**config.mk**
```make
export PLATFORM = sky130hd
export DESIGN_NAME = ata_taskfile_ctrl
export DESIGN_NICKNAME = d
export VERILOG_FILES = /design/src/rtl/ata_tf_pkg.sv /design/src/rtl/ata_tf_shadow.sv /design/src/rtl/ata_tf_cmd_decode.sv /design/src/rtl/ata_tf_read_mux.sv /design/src/rtl/ata_taskfile_ctrl.sv
export SDC_FILE = /design/constraint.sdc
export NUM_CORES = 1
export LEC_CHECK = 0
export BUFFER_PORTS_ARGS = -buffer_cell sky130_fd_sc_hd__buf_2
export CORE_ASPECT_RATIO = 1.25
export CORE_MARGIN = 3
export CORE_UTILIZATION = 40
export DETAILED_ROUTE_END_ITERATION = 7
export GPL_TIMING_DRIVEN = 0
export SLEW_MARGIN = 20
export SYNTH_ARGS = -nofsm -noshare
export SYNTH_HDL_FRONTEND = slang
export SYNTH_SLANG_ARGS = --single-unit
```
**constraint.sdc**
```tcl
create_clock -name clk -period 2 [get_ports clk]
set_input_delay 0.2 -clock clk [delete_from_list [all_inputs] [get_ports clk]]
set_output_delay 0.2 -clock clk [all_outputs]
set_load 0.03 [all_outputs]
```
**src/rtl/ata_tf_pkg.sv**
```systemverilog
// Shared constants and types for the ATA task-file controller.
// Assumes a 4-bit register address space and byte-wide registers.
package ata_tf_pkg;

    localparam logic [3:0] TF_ERR      = 4'd0;
    localparam logic [3:0] TF_CNT      = 4'd1;
    localparam logic [3:0] TF_NUM      = 4'd2;
    localparam logic [3:0] TF_CYL_LO   = 4'd3;
    localparam logic [3:0] TF_CYL_HI   = 4'd4;
    localparam logic [3:0] TF_DH       = 4'd5;
    localparam logic [3:0] TF_CMD      = 4'd6;
    localparam logic [3:0] TF_CTL      = 4'd7;
    localparam logic [3:0] TF_ALT_ADDR = 4'd8;

    localparam logic [7:0] ST_BSY  = 8'h80;
    localparam logic [7:0] ST_RDY  = 8'h40;
    localparam logic [7:0] ST_DF   = 8'h20;
    localparam logic [7:0] ST_DSC  = 8'h10;
    localparam logic [7:0] ST_ERR  = 8'h01;

    localparam logic [7:0] ER_ABRT = 8'h04;

    localparam int CTL_SRST_BIT = 2;
    localparam int CTL_NIEN_BIT = 1;
    localparam int DH_SLOT_BIT  = 4;

    localparam logic [7:0] OP_ID_DISK  = 8'hEC;
    localparam logic [7:0] OP_ID_PKT   = 8'hA1;
    localparam logic [7:0] OP_SET_MULT = 8'hC6;
    localparam logic [7:0] OP_SET_FEAT = 8'hEF;
    localparam logic [7:0] OP_INIT_PAR = 8'h91;
    localparam logic [7:0] OP_RECAL    = 8'h10;

    typedef struct packed {
        logic [7:0] cnt;
        logic [7:0] num;
        logic [7:0] cyl_lo;
        logic [7:0] cyl_hi;
    } tf_shadow_t;

endpackage

```
**src/rtl/ata_tf_shadow.sv**
```systemverilog
// Per-slot shadow of the addressing registers plus the multiple count.
// Assumes writes and reset completion never occur in the same cycle.
module ata_tf_shadow
    import ata_tf_pkg::*;
(
    input  logic       clk,
    input  logic       rst_n,
    input  logic       wr_en,
    input  logic [3:0] wr_addr,
    input  logic [7:0] wr_data,
    input  logic       srst_done,
    input  logic       is_packet,
    input  logic       mult_we,
    input  logic [7:0] mult_val,
    output tf_shadow_t shadow,
    output logic [7:0] mult
);

    // Shadow register update: power-on, reset completion, host writes.
    always_ff @(posedge clk) begin
        if (!rst_n) begin
            shadow <= '{cnt: 8'h01, num: 8'h01, cyl_lo: 8'h00, cyl_hi: 8'h00};
        end else if (srst_done) begin
            shadow.cnt    <= 8'h01;
            shadow.num    <= 8'h01;
            shadow.cyl_lo <= is_packet ? 8'h14 : 8'h00;
            shadow.cyl_hi <= is_packet ? 8'hEB : 8'h00;
        end else if (wr_en) begin
            case (wr_addr)
                TF_CNT:    shadow.cnt    <= wr_data;
                TF_NUM:    shadow.num    <= wr_data;
                TF_CYL_LO: shadow.cyl_lo <= wr_data;
                TF_CYL_HI: shadow.cyl_hi <= wr_data;
                default:   ;
            endcase
        end
    end

    // Multiple-sector count latch.
    always_ff @(posedge clk) begin
        if (!rst_n)       mult <= 8'h01;
        else if (mult_we) mult <= mult_val;
    end

endmodule

```
**src/rtl/ata_tf_cmd_decode.sv**
```systemverilog
// Combinational command decoder: maps an opcode and the selected slot's
// state to next status/error values, an interrupt request and a
// multiple-count update. Holds no state.
module ata_tf_cmd_decode
    import ata_tf_pkg::*;
#(
    parameter int MULT_MAX = 16
) (
    input  logic [7:0] opcode,
    input  logic       present,
    input  logic       is_packet,
    input  logic [7:0] sec_cnt,
    input  logic [7:0] sec_num,
    input  logic [7:0] cur_status,
    input  logic [7:0] cur_error,
    output logic [7:0] new_status,
    output logic [7:0] new_error,
    output logic       raise,
    output logic       mult_we,
    output logic [7:0] mult_val
);

    localparam logic [7:0] MULT_LIMIT = 8'(MULT_MAX);

    logic abort;

    // Opcode decode with the abort path as the fall-through.
    always_comb begin
        new_status = cur_status;
        new_error  = cur_error;
        raise      = 1'b0;
        mult_we    = 1'b0;
        mult_val   = (sec_cnt == 8'h00) ? 8'h01 : sec_cnt;
        abort      = 1'b0;
        case (opcode)
            OP_ID_DISK, OP_ID_PKT: begin
                if (present && (is_packet == (opcode == OP_ID_PKT))) begin
                    new_status = 8'h58;
                    new_error  = 8'h00;
                    raise      = 1'b1;
                end else begin
                    abort = 1'b1;
                end
            end
            OP_SET_MULT: begin
                if (sec_num > MULT_LIMIT) begin
                    abort = 1'b1;
                end else begin
                    mult_we    = 1'b1;
                    new_status = (cur_status | ST_RDY) & ~ST_ERR;
                    raise      = 1'b1;
                end
            end
            OP_SET_FEAT, OP_INIT_PAR, OP_RECAL: begin
                new_status = (cur_status & ~(ST_BSY | ST_DF | ST_ERR)) | ST_RDY | ST_DSC;
                raise      = 1'b1;
            end
            default: abort = 1'b1;
        endcase
        if (abort) begin
            new_status = ST_RDY | ST_ERR;
            new_error  = ER_ABRT;
            raise      = 1'b1;
        end
    end

endmodule

```
**src/rtl/ata_tf_read_mux.sv**
```systemverilog
// Read-data selection for the task-file address space, including the
// fixed patterns returned while the selected slot is absent.
module ata_tf_read_mux
    import ata_tf_pkg::*;
(
    input  logic [3:0] addr,
    input  logic       sel_present,
    input  tf_shadow_t sel_shadow,
    input  logic [7:0] error_q,
    input  logic [7:0] status_q,
    input  logic [7:0] dh_q,
    output logic [7:0] rdata
);

    // Address decode of readable registers.
    always_comb begin
        rdata = 8'h00;
        if (addr == TF_ALT_ADDR) begin
            rdata = 8'hFF;
        end else if (!sel_present) begin
            rdata = (addr == TF_DH) ? 8'hA0 : 8'h00;
        end else begin
            case (addr)
                TF_ERR:         rdata = error_q;
                TF_CNT:         rdata = sel_shadow.cnt;
                TF_NUM:         rdata = sel_shadow.num;
                TF_CYL_LO:      rdata = sel_shadow.cyl_lo;
                TF_CYL_HI:      rdata = sel_shadow.cyl_hi;
                TF_DH:          rdata = dh_q;
                TF_CMD, TF_CTL: rdata = status_q;
                default:        rdata = 8'h00;
            endcase
        end
    end

endmodule

```
**src/rtl/ata_taskfile_ctrl.sv**
```systemverilog
// Task-file register controller for one ATA channel with two slots.
// Holds the channel-wide registers, sequences soft reset on the edges of
// the device-control reset bit, applies decoded commands and drives a
// maskable interrupt. Assumes bus_wr and bus_rd are never high together.
module ata_taskfile_ctrl
    import ata_tf_pkg::*;
#(
    parameter int MULT_MAX = 16
) (
    input  logic       clk,
    input  logic       rst_n,
    input  logic       bus_wr,
    input  logic       bus_rd,
    input  logic [3:0] bus_addr,
    input  logic [7:0] bus_wdata,
    output logic [7:0] bus_rdata,
    input  logic [1:0] drive_present,
    input  logic [1:0] drive_is_packet,
    output logic [7:0] mult_count,
    output logic       irq,
    output logic       bm_int_set
);

    localparam int NUM_SLOTS = 2;

    logic [7:0] error_q, status_q, ctl_q, dh_q;
    logic       irq_q, bm_q;

    tf_shadow_t shadow   [NUM_SLOTS];
    logic [7:0] mult     [NUM_SLOTS];

    logic       sel;
    logic       ctl_wr, srst_rise, srst_fall, cmd_wr, dh_wr;
    logic [7:0] dec_status, dec_error, dec_mult_val;
    logic       dec_raise, dec_mult_we;

    assign sel       = dh_q[DH_SLOT_BIT];
    assign ctl_wr    = bus_wr && (bus_addr == TF_CTL);
    assign cmd_wr    = bus_wr && (bus_addr == TF_CMD);
    assign dh_wr     = bus_wr && (bus_addr == TF_DH);
    assign srst_rise = ctl_wr && bus_wdata[CTL_SRST_BIT] && !ctl_q[CTL_SRST_BIT];
    assign srst_fall = ctl_wr && !bus_wdata[CTL_SRST_BIT] && ctl_q[CTL_SRST_BIT];

    generate
        for (genvar s = 0; s < NUM_SLOTS; s++) begin : g_slot
            ata_tf_shadow u_shadow (
                .clk       (clk),
                .rst_n     (rst_n),
                .wr_en     (bus_wr),
                .wr_addr   (bus_addr),
                .wr_data   (bus_wdata),
                .srst_done (srst_fall),
                .is_packet (drive_is_packet[s]),
                .mult_we   (cmd_wr && dec_mult_we && (sel == 1'(s))),
                .mult_val  (dec_mult_val),
                .shadow    (shadow[s]),
                .mult      (mult[s])
            );
        end
    endgenerate

    ata_tf_cmd_decode #(.MULT_MAX(MULT_MAX)) u_decode (
        .opcode     (bus_wdata),
        .present    (drive_present[sel]),
        .is_packet  (drive_is_packet[sel]),
        .sec_cnt    (shadow[sel].cnt),
        .sec_num    (shadow[sel].num),
        .cur_status (status_q),
        .cur_error  (error_q),
        .new_status (dec_status),
        .new_error  (dec_error),
        .raise      (dec_raise),
        .mult_we    (dec_mult_we),
        .mult_val   (dec_mult_val)
    );

    ata_tf_read_mux u_rmux (
        .addr        (bus_addr),
        .sel_present (drive_present[sel]),
        .sel_shadow  (shadow[sel]),
        .error_q     (error_q),
        .status_q    (status_q),
        .dh_q        (dh_q),
        .rdata       (bus_rdata)
    );

    // Channel register state: reset sequencing, selection, command effects.
    always_ff @(posedge clk) begin
        if (!rst_n) begin
            error_q  <= 8'h01;
            status_q <= 8'h00;
            ctl_q    <= 8'h08;
            dh_q     <= 8'h00;
        end else if (srst_rise) begin
            status_q <= ST_BSY | ST_DSC;
            error_q  <= 8'h01;
            ctl_q    <= bus_wdata & ~(8'h01 << CTL_NIEN_BIT);
        end else if (srst_fall) begin
            status_q  <= (status_q & ~ST_BSY) | ST_RDY;
            dh_q[3:0] <= 4'h0;
            ctl_q     <= bus_wdata;
        end else if (ctl_wr) begin
            ctl_q <= bus_wdata;
        end else if (dh_wr) begin
            dh_q <= bus_wdata | 8'hA0;
            if (!drive_present[bus_wdata[DH_SLOT_BIT]]) begin
                error_q  <= error_q | ER_ABRT;
                status_q <= status_q | ST_ERR;
            end
        end else if (cmd_wr) begin
            status_q <= dec_status;
            error_q  <= dec_error;
        end
    end

    // Interrupt pending flag and bus-master interrupt pulse.
    always_ff @(posedge clk) begin
        if (!rst_n) begin
            irq_q <= 1'b0;
            bm_q  <= 1'b0;
        end else begin
            bm_q <= 1'b0;
            if (srst_rise) begin
                irq_q <= 1'b0;
            end else if (cmd_wr && dec_raise && !ctl_q[CTL_NIEN_BIT]) begin
                irq_q <= 1'b1;
                bm_q  <= 1'b1;
            end else if (bus_rd && (bus_addr == TF_CMD)) begin
                irq_q <= 1'b0;
            end
        end
    end

    assign irq        = irq_q;
    assign bm_int_set = bm_q;
    assign mult_count = mult[sel];

    assert_irq_masked_R9: assert property (@(posedge clk) disable iff (!rst_n)
        $rose(irq_q) |-> !ctl_q[CTL_NIEN_BIT]);

    assert_bm_pulse_with_irq_R9: assert property (@(posedge clk) disable iff (!rst_n)
        bm_q |-> irq_q);

    assert_dh_reserved_R3: assert property (@(posedge clk) disable iff (!rst_n)
        (bus_wr && (bus_addr == TF_DH)) |=> (dh_q[7] && dh_q[5]));

    assert_status_read_clears_R10: assert property (@(posedge clk) disable iff (!rst_n)
        (bus_rd && !bus_wr && (bus_addr == TF_CMD)) |=> !irq);

    assert_srst_rise_R11: assert property (@(posedge clk) disable iff (!rst_n)
        (bus_wr && (bus_addr == TF_CTL) && bus_wdata[CTL_SRST_BIT] && !ctl_q[CTL_SRST_BIT])
        |=> (status_q == 8'h90 && error_q == 8'h01 && !irq_q));

    assert_srst_fall_R12: assert property (@(posedge clk) disable iff (!rst_n)
        (bus_wr && (bus_addr == TF_CTL) && !bus_wdata[CTL_SRST_BIT] && ctl_q[CTL_SRST_BIT])
        |=> (!status_q[7] && status_q[6] && dh_q[3:0] == 4'h0));

endmodule

```
# ---- Yosys cells after proc, flatten, opt, wreduce, memory -nomap -nowiden
# Index checks and enable logic that the tools add are counted.
dict set report word_totals {
  ff_bits 93
  inputBits 20
}
dict set report op_classes {
  n_mux 59
  bitwise 7
  n_reduce_logical 58
  n_eq_ne 34
  magnitude_cmp 4
}
# cell count
set ops {}
lappend ops {{$mux 8} 23}
lappend ops {{$mux 16} 4}
lappend ops {{$mux 32} 2}
lappend ops {{$pmux 8 s7} 1}
lappend ops {{$eq 8x8->1 const B} 5}
lappend ops {{$pmux 8 s3} 1}
lappend ops {{$reduce_and 6->1} 4}
lappend ops {{$reduce_bool 2->1} 11}
lappend ops {{$reduce_and 7->1} 3}
lappend ops {{$eq 4x3->1 const B} 4}
lappend ops {{$mux 1} 16}
lappend ops {{$reduce_bool 3->1} 5}
lappend ops {{$reduce_bool 5->1} 3}
lappend ops {{$logic_and 1x1->1} 14}
lappend ops {{$mux 3} 4}
lappend ops {{$mux 4} 3}
lappend ops {{$ne 4x2->1 const B} 3}
lappend ops {{$ne 4x3->1 const B} 3}
lappend ops {{$mux 5} 2}
lappend ops {{$ne 2x1->1 const B} 5}
lappend ops {{$eq 4x2->1 const B} 2}
lappend ops {{$eq 8x5->1 const B} 1}
lappend ops {{$gt 8x5->1 const B} 1}
lappend ops {{$logic_not 8->1} 1}
lappend ops {{22 further kinds} 41}

# ---- Depth between registers and ports, before layout
# Gate-level depths: netlist of run 1.
dict set report logic_depth {
  word_depth 13
  depth_mapped 8
  mapped_depth_nobuf 5
}

# ---- Hierarchy
# A second synthesis of run 1 with hierarchy kept.
dict set report unflattened {
  hier_cells 681
  hier_area_um2 6115.9
}
# mod area_per_inst_um2 instances cells_each
set by_module_without_submodules {}
lappend by_module_without_submodules {ata_tf_shadow 1670.4 2 176}
lappend by_module_without_submodules {ata_taskfile_ctrl 1714.1 1 185}
lappend by_module_without_submodules {ata_tf_read_mux 569.3 1 77}
lappend by_module_without_submodules {ata_tf_cmd_decode 491.7 1 67}

# ---- Least setup slack after synthesis of run 1
# No wires, ideal clock.
dict set report synth_timing {
  path_type {input -> output}
  from {in bus_addr[0]}
  to {out bus_rdata[5]}
  t_arrival_ns 1.761
  path_buffers 3
  slack_ns 0.039
  required_ns 1.800
  stages 5
  cell_sequence {buf_2 -> clkbuf_1 -> buf_1 -> a32oi_1 -> o21ai_0}
}
dict set report synth_via {
  elab_chain_len 5
  elab_cells_between_ends 14
  cone_classes {eq/ne (8); mux (4); reduce/logical (2)}
}
# item line
set synth_rtl {}
lappend synth_rtl {{start: declaration} ata_taskfile_ctrl.sv:14} ;# input logic [3:0] bus_addr,
lappend synth_rtl {{$eq 4x3->1} ata_tf_read_mux.sv:23} ;# case (addr)
lappend synth_rtl {{$reduce_or 2->1} ata_tf_read_mux.sv:23}
lappend synth_rtl {{$pmux 8 s7} ata_tf_read_mux.sv:23}
lappend synth_rtl {{$mux 8} ata_tf_read_mux.sv:20} ;# end else if (!sel_present) begin
lappend synth_rtl {{$mux 8 (*)} ata_tf_read_mux.sv:18} ;# if (addr == TF_ALT_ADDR) begin
lappend synth_rtl {{end: declaration} ata_taskfile_ctrl.sv:16} ;# output logic [7:0] bus_rdata,
# Mark *: on every way between the ends. The rest lies on a longest branch, timed or not.

# ---- Final worst setup path of run 1
dict set report layout_timing {
  from {reg dh_q[4]}
  to {out bus_rdata[5]}
}
dict set report layout_via {
  elab_chain_len 7
  elab_cells_between_ends 9
  cone_classes {mux (8); bitwise (1)}
}
# item line
set layout_rtl {}
lappend layout_rtl {{start: declaration} ata_taskfile_ctrl.sv:26} ;# logic [7:0] error_q, status_q, ctl_q, dh_q;
lappend layout_rtl {{start signal: assignment} ata_taskfile_ctrl.sv:105} ;# dh_q <= bus_wdata | 8'hA0;
lappend layout_rtl {{$not 1->2 (implied by the code)} ata_taskfile_ctrl.sv:80} ;# .sel_shadow (shadow[sel]),
lappend layout_rtl {{$mux 16 (implied by the code)} ata_taskfile_ctrl.sv:80}
lappend layout_rtl {{$mux 32 (implied by the code) (2 in series)} ata_taskfile_ctrl.sv:80}
lappend layout_rtl {{$pmux 8 s7} ata_tf_read_mux.sv:23}
lappend layout_rtl {{$mux 8 (*)} ata_tf_read_mux.sv:20}
lappend layout_rtl {{$mux 8 (*)} ata_tf_read_mux.sv:18}
# Mark *: on every way between the ends. The rest lies on a longest branch, timed or not. The select of a mux whose other input is x is not followed.

==> summary.txt, run 1 <==
Outcome
  – Status: completed

Routing
  – Pre-Repair DR Iteration Count: 4
  – Antenna-violating nets left: 0
  – Routed len/inst: 19.6 um
  – DR iter-0 viols: 254
  – Via count: 3461
  – Vias/cell: 5.67
  – Post-route DRC: 0
  – Final WL: 12000 um

Placed design
  – Worst slack, placed: -0.289 ns
  – Gp weighted congestion: 0.930
  – Final HPWL DP: 8750 um
  – Placed cell count: 585
  – PortBufs: 32
  – Placed Area: 0.00414 sq mm

Final layout
  – Area of the multi-input gates: 0.00226 sq mm
  – Post-route cell area: 0.00470 sq mm
  – Final core occ: 50.9%
  – Fin cells: 610
  – Fill cells: 878
  – Area Overhead vs Synth: 22.8%
  – Antenna Cells: 0
  – Layout net count: 502
  – Share of layout cells above drive strength 1: 25.7%
  – Register area: 0.00149 sq mm

Synthesis
  – Most numerous cell in the Yosys netlist: dfxtp_1
  – Syn Nets: 450
  – #FFs+latches synth: 74
  – Post-synth ARST share: 0%
  – Post-synth EDFFs: 0
  – Mapped Cells: 430
  – Top cells by area, synth: dfxtp_1, mux2i_1, nor2_1, mux2_2, nand2_1
  – Syn avg cell area: 8.90 sq um
  – Main synth FF type: dfxtp_1
  – YS warnings: 0
  – Synthesized area: 0.00382 sq mm
  – Sequential element share of the synthesized area: 38.7%
  – Share of the synthesized area in the top cell type: 38.7%
  – Most frequent cells after synthesis: dfxtp_1, nor2_1, mux2i_1
  – Yosys top cell by area: dfxtp_1
  – Post-synth cell types: 57

GRT
  – Initial antenna violation count: 0
  – Gr ovfl total: 0
  – Largest net degree at the start of global routing: 13
  – First-pass GRT wire length: 18600 um
  – Number of global-route vias before repair: 3405
  – GRT Total Usage: 23.0%

Power and ir drop
  – Pwr dens: 749 mW/mm^2
  – Total power: 3.52 mW
  – Leakage: 1.77 nW
  – Peak supply drop: 455 uV

Worst setup path
  – CP max FO: 5
  – Worst Path Buf+Inv: 2
  – Worst setup path class: reg -> out
  – CP max-delay cell: dfxtp_4
  – Startpoint Class: register
  – Worst EP required: 1.80 ns
  – CP arrival: 1.78 ns
  – Crit path capture type: output pin
  – Max incr delay on CP: 0.38 ns
  – Cell family with most CP delay: compound AO/OA/AOI/OAI gates
  – Cell Chain, Critical Path: buf_8 > mux2_4 > a221oi_2 > a211o_1 > o21ai_2 > buf_6

CTS
  – CTS buffer count: 9
  – CTS tree: yes
  – Root Buffer Master: clkbuf_16
  – Clk_lat worst skew: 0.34 ns
  – Clk buf depth: 2
  – Clock slew at reported path FFs: 0.05 ns
  – H-tree Lvls: 3
  – Cts-stage hold buffer count: 0
  – Clk sinks: 74

STA
  – Worst-Margin Slew: 0.677 ns
  – WHS: 0.167 ns
  – Setup Skew: 0.00470 ns
  – Fin Setup TNS: 0 ns
  – Max Freq: 0.504 GHz
  – Final hold vios: 0
  – Max-slew violations: 0
  – Tmin final: 1.98 ns
  – Final setup fails: 0
  – Worst slew margin: 54.6%
  – RSZ-0062 raised after global routing: true
  – Setup ws final: 0.0173 ns
  – Crit share post-route: 99.1%

Floorplanning
  – Initial core utilization: 41.5%
  – Die Wd: 93.5 um
  – I/O Pins: 38
  – Die height: 115 um
  – Row count: 39
  – Die area: 0.0108 sq mm
  – Core area: 0.00922 sq mm

Worst hold path
  – Hold Path Class: in -> reg

Run
  – Max-cap violations: 0
final cells by class:
type                    instances  area share [%]
multi-input cells             318            48.2
flip-flops and latches         74            31.6
repair buffers                 42            5.49
clock buffers                  11            4.95
plain buffers                  32            4.32
well taps                     123            3.28
clock inverters                 5            1.68
inverters                       5           0.506
power by group:
| part | internal [mW] | leakage [nW] | total, mW | switching (mW) |
|---|---|---|---|---|
| clock network | 1.09 | 0.153 | 1.70 | 0.607 |
| logic | 0.108 | 1.02 | 0.312 | 0.204 |
| registers | 1.49 | 0.599 | 1.51 | 0.0172 |
| total | 2.69 | 1.77 | 3.52 | 0.828 |
logic make-up (layout without fill, tap and decap cells):
family,Yosys count,in the layout,synth area share [%]
simple gates,164,164,22.2
compound gates,94,94,18.0
flops,74,74,38.7
mux,59,59,15.9
buf+inv,38,95,4.87
xor+xnor,1,1,0.229
state kept, by name (all words and copies together) (netlist names):
| name | cells |
|---|---|
| bm_int_set | 1 |
| g_slot.u_shadow.shadow | 40 |
| error_q | 2 |
| irq | 1 |
| dh_q | 7 |
| ctl_q | 2 |
| g_slot.u_shadow.mult | 16 |
| status_q | 5 |
timing repair:
item | in CTS | in global routing
gates cloned | 1 | 0
gates resized for setup | 24 | 33
setup buffers | 3 | 6
pin swaps | 2 | 8
setup endpoints to repair | 16 | 12
layout by cell type, fill, tap and decap left out, types with 3 or more instances in the layout:
cell	count
dfxtp_1	73
nor2_1	53
nand2_1	43
mux2i_1	41
buf_2	36
a21oi_1	17
buf_4	16
a311oi_1	15
o21ai_0	14
mux2_2	13
clkbuf_1	13
nand2b_1	10
clkbuf_16	10
nand3_1	6
o21ai_1	6
nor3_1	6
a211oi_1	6
a22oi_1	5
and3_1	5
buf_6	5
nand4b_1	5
nor2b_1	4
inv_1	4
clkbuf_2	3
nor3b_1	3
mux2i_2	3
a32oi_1	3
a221oi_2	3
a211o_1	3
nor4_1	3
per-layer routing:
metal	vias to the layer above	global-route usage [%]	wire, um
li1	1670	-	-
met4	0	12.5	486
met3	32	3.86	527
met1	1664	28.2	5000
met5	-	0	0
met2	95	38.2	5950
final timing paths:
path | startpoint | endpoint | slack (ns) | depth (start not counted)
min | bus_wdata[0] | g_slot[0].u_shadow.shadow[16] | 0.17 | 2
max | dh_q[4] | bus_rdata[5] | 0.02 | 6
max reg2reg | ctl_q[2] | g_slot[1].u_shadow.shadow[9] | 0.12 | 6
min reg2reg | g_slot[0].u_shadow.mult[1] | g_slot[0].u_shadow.mult[1] | 0.46 | 2
(Power assumes the default switching activity.)
==> inputs of run 2 (changes only) <==
==> constraint.sdc (replaced) <==
create_clock -name clk -period 2 [get_ports clk]
set_input_delay 0.1 -clock clk [delete_from_list [all_inputs] [get_ports clk]]
set_output_delay 0.1 -clock clk [all_outputs]
set_load 0.03 [all_outputs]
==> summary.txt, run 2 (same netlist as run 1, synthesis figures left out) <==
CTS
  – CTS tree: yes
  – Clk sinks: 74 (unchanged)
  – Clk_lat worst skew: 0.33 ns (about the same)
  – Root Buffer Master: clkbuf_16
  – H-tree Lvls: 3 (unchanged)
  – Clock slew at reported path FFs: 0.05 ns (about the same)
  – CTS buffer count: 9 (unchanged)
  – Clk buf depth: 2 (unchanged)
  – Cts-stage hold buffer count: 0 (unchanged)

Floorplanning
  – Die area: 0.0108 sq mm (unchanged)
  – Die height: 115 um (unchanged)
  – Initial core utilization: 41.5% (unchanged)
  – I/O Pins: 38 (unchanged)
  – Die Wd: 93.5 um (unchanged)
  – Core area: 0.00922 sq mm (unchanged)
  – Row count: 39 (unchanged)

Worst setup path
  – Worst EP required: 1.90 ns (+0.10 ns)
  – FF-to-FF End: g_slot[0].u_shadow.shadow[20]
  – Startpoint Class: register
  – Crit path capture type: output pin
  – Worst setup path class: reg -> out
  – CP arrival: 1.85 ns (+0.07 ns)
  – R2R setup slack: 0.13 ns (about the same)
  – Reg2reg path depth: 6 (unchanged)
  – CP max FO: 10 (+5)
  – Critical R2R Launch: ctl_q[2]

Final layout
  – Most frequent cells in the layout: dfxtp_1, nor2_1, mux2i_1
  – Commonest non-fill, non-tap cell in the layout: dfxtp_1
  – Top flop regs: g_slot.u_shadow.shadow (40), g_slot.u_shadow.mult (16), dh_q (7)
  – Antenna Cells: 0 (unchanged)
  – Area Overhead vs Synth: 19.2%
  – Register area: 0.00149 sq mm (unchanged)
  – Post-route cell area: 0.00456 sq mm (-3.0%)
  – Layout net count: 500 (-0.40%)
  – Fill cells: 909 (+3.5%)
  – Share of layout cells above drive strength 1: 22.5% (-3.2 points)
  – Largest register FFs: 40 (unchanged)
  – Largest register by flop count: g_slot.u_shadow.shadow
  – Fin cells: 608 (-0.33%)
  – Area of the multi-input gates: 0.00219 sq mm (-3.3%)

Routing
  – Via count: 3468 (+0.20%)
  – Pre-Repair DR Iteration Count: 5 (+1)
  – Routed len/inst: 19.5 um (-0.31%)
  – Antenna-violating nets left: 0 (unchanged)
  – Vias/cell: 5.70 (+0.53%)
  – DR iter-0 viols: 304 (+20%)
  – Post-route DRC: 0 (unchanged)
  – Final WL: 11900 um (-0.64%)

Run
  – Max-cap violations: 0 (unchanged)

STA
  – Tmin final: 1.95 ns (-0.0348 ns)
  – Crit share post-route: 97.4% (-1.7 points)
  – Setup Skew: 0.00438 ns (-0.000314 ns)
  – Max-slew violations: 0 (unchanged)
  – Worst-Margin Slew: 0.687 ns (+0.0101 ns)
  – Final setup fails: 0 (unchanged)
  – RSZ-0062 raised after global routing: true
  – Worst slew margin: 54.2% (-0.37 points)
  – Fin Setup TNS: 0 ns (unchanged)
  – Max Freq: 0.513 GHz (+1.8%)
  – Final hold vios: 0 (unchanged)

Worst hold path
  – Hold Path End: g_slot[0].u_shadow.shadow[16]
  – Hold path cells: 2 (unchanged)
  – HP Start: bus_wdata[0]
  – Hold Path Class: in -> reg

Placed design
  – Gp weighted congestion: 0.930 (unchanged)
  – Placed Area: 0.00414 sq mm (unchanged)
  – PortBufs: 32 (unchanged)
  – Final HPWL DP: 8750 um (unchanged)
  – Placed cell count: 585 (unchanged)

GRT
  – Number of global-route vias before repair: 3407 (+0.059%)
  – GRT Total Usage: 23.0% (unchanged)
  – Gr ovfl total: 0 (unchanged)
  – Initial antenna violation count: 0 (unchanged)
  – First-pass GRT wire length: 18600 um (-0.11%)
  – Largest net degree at the start of global routing: 13 (unchanged)

Outcome
  – Status: completed

Power and ir drop
  – Peak supply drop: 473 uV (+4.0%)
  – Leakage: 1.72 nW (-3.0%)
  – Pwr dens: 768 mW/mm^2 (+2.5%)
-- run 2: worst max-delay path: stages (launching register included) --
cell      delay [ns]
dfxtp_4         0.37
buf_6           0.14
buf_4           0.21
mux2i_1         0.22
nor2_1          0.07
a211oi_1        0.16
o22ai_1         0.13
buf_2           0.21
-- run 2: metrics by stage --
stage	total power [mW]	hold WS [ns]	util [%]	setup WS [ns]
final	3.50	0.0754	49.4	0.0521
after global routing	3.62	0.0880	49.4	-0.0000631
after CTS	3.52	0.0563	48.7	0.0185
after detailed placement	1.82	0.403	44.9	-0.189
after global placement	1.82	0.391	44.9	-0.150
after floorplan	1.71	0.244	-	0.220
-- run 2: metal layers --
layer / part of all wire [%] / up-vias / global-route usage, %
met3: 5.0 / 35 / 3.80
li1: - / 1668 / -
met2: 49 / 123 / 38.3
met5: 0 / - / 0
met1: 42 / 1642 / 28.2
met4: 3.9 / 0 / 12.4
-- run 2: what timing repair did --
item	in CTS	in global routing
gates cloned	1	0
hold endpoints to repair	0	0
buffers inserted	3	4
gates resized for setup	8	12
pin swaps	0	2
setup endpoints to repair	14	10
-- run 2: worst max path at each step --
stage            start           end  slack (ns)  cells past startpoint
6_report       dh_q[4]  bus_rdata[7]        0.05                      7
2_1_floorplan  dh_q[4]  bus_rdata[7]        0.22                      6
5_1_grt        dh_q[4]  bus_rdata[5]    -0.00006                      6
3_3_place_gp   dh_q[4]  bus_rdata[7]       -0.15                      7
4_1_cts        dh_q[4]  bus_rdata[7]        0.02                      7
3_5_place_dp   dh_q[4]  bus_rdata[7]       -0.19                      7
-- run 2: final cells by class --
cell class,count,share of cell area (%)
clock buffers,11,5.11
well taps,123,3.38
repair buffers,40,4.94
flip-flops and latches,74,32.6
plain buffers,32,3.84
clock inverters,5,1.73
multi-input cells,318,48.0
inverters,5,0.412
-- run 2: report_power, final --
part / internal (mW) / switching [mW]
clock: 1.09 / 0.603
sequential: 1.49 / 0.0164
combinational: 0.0978 / 0.200
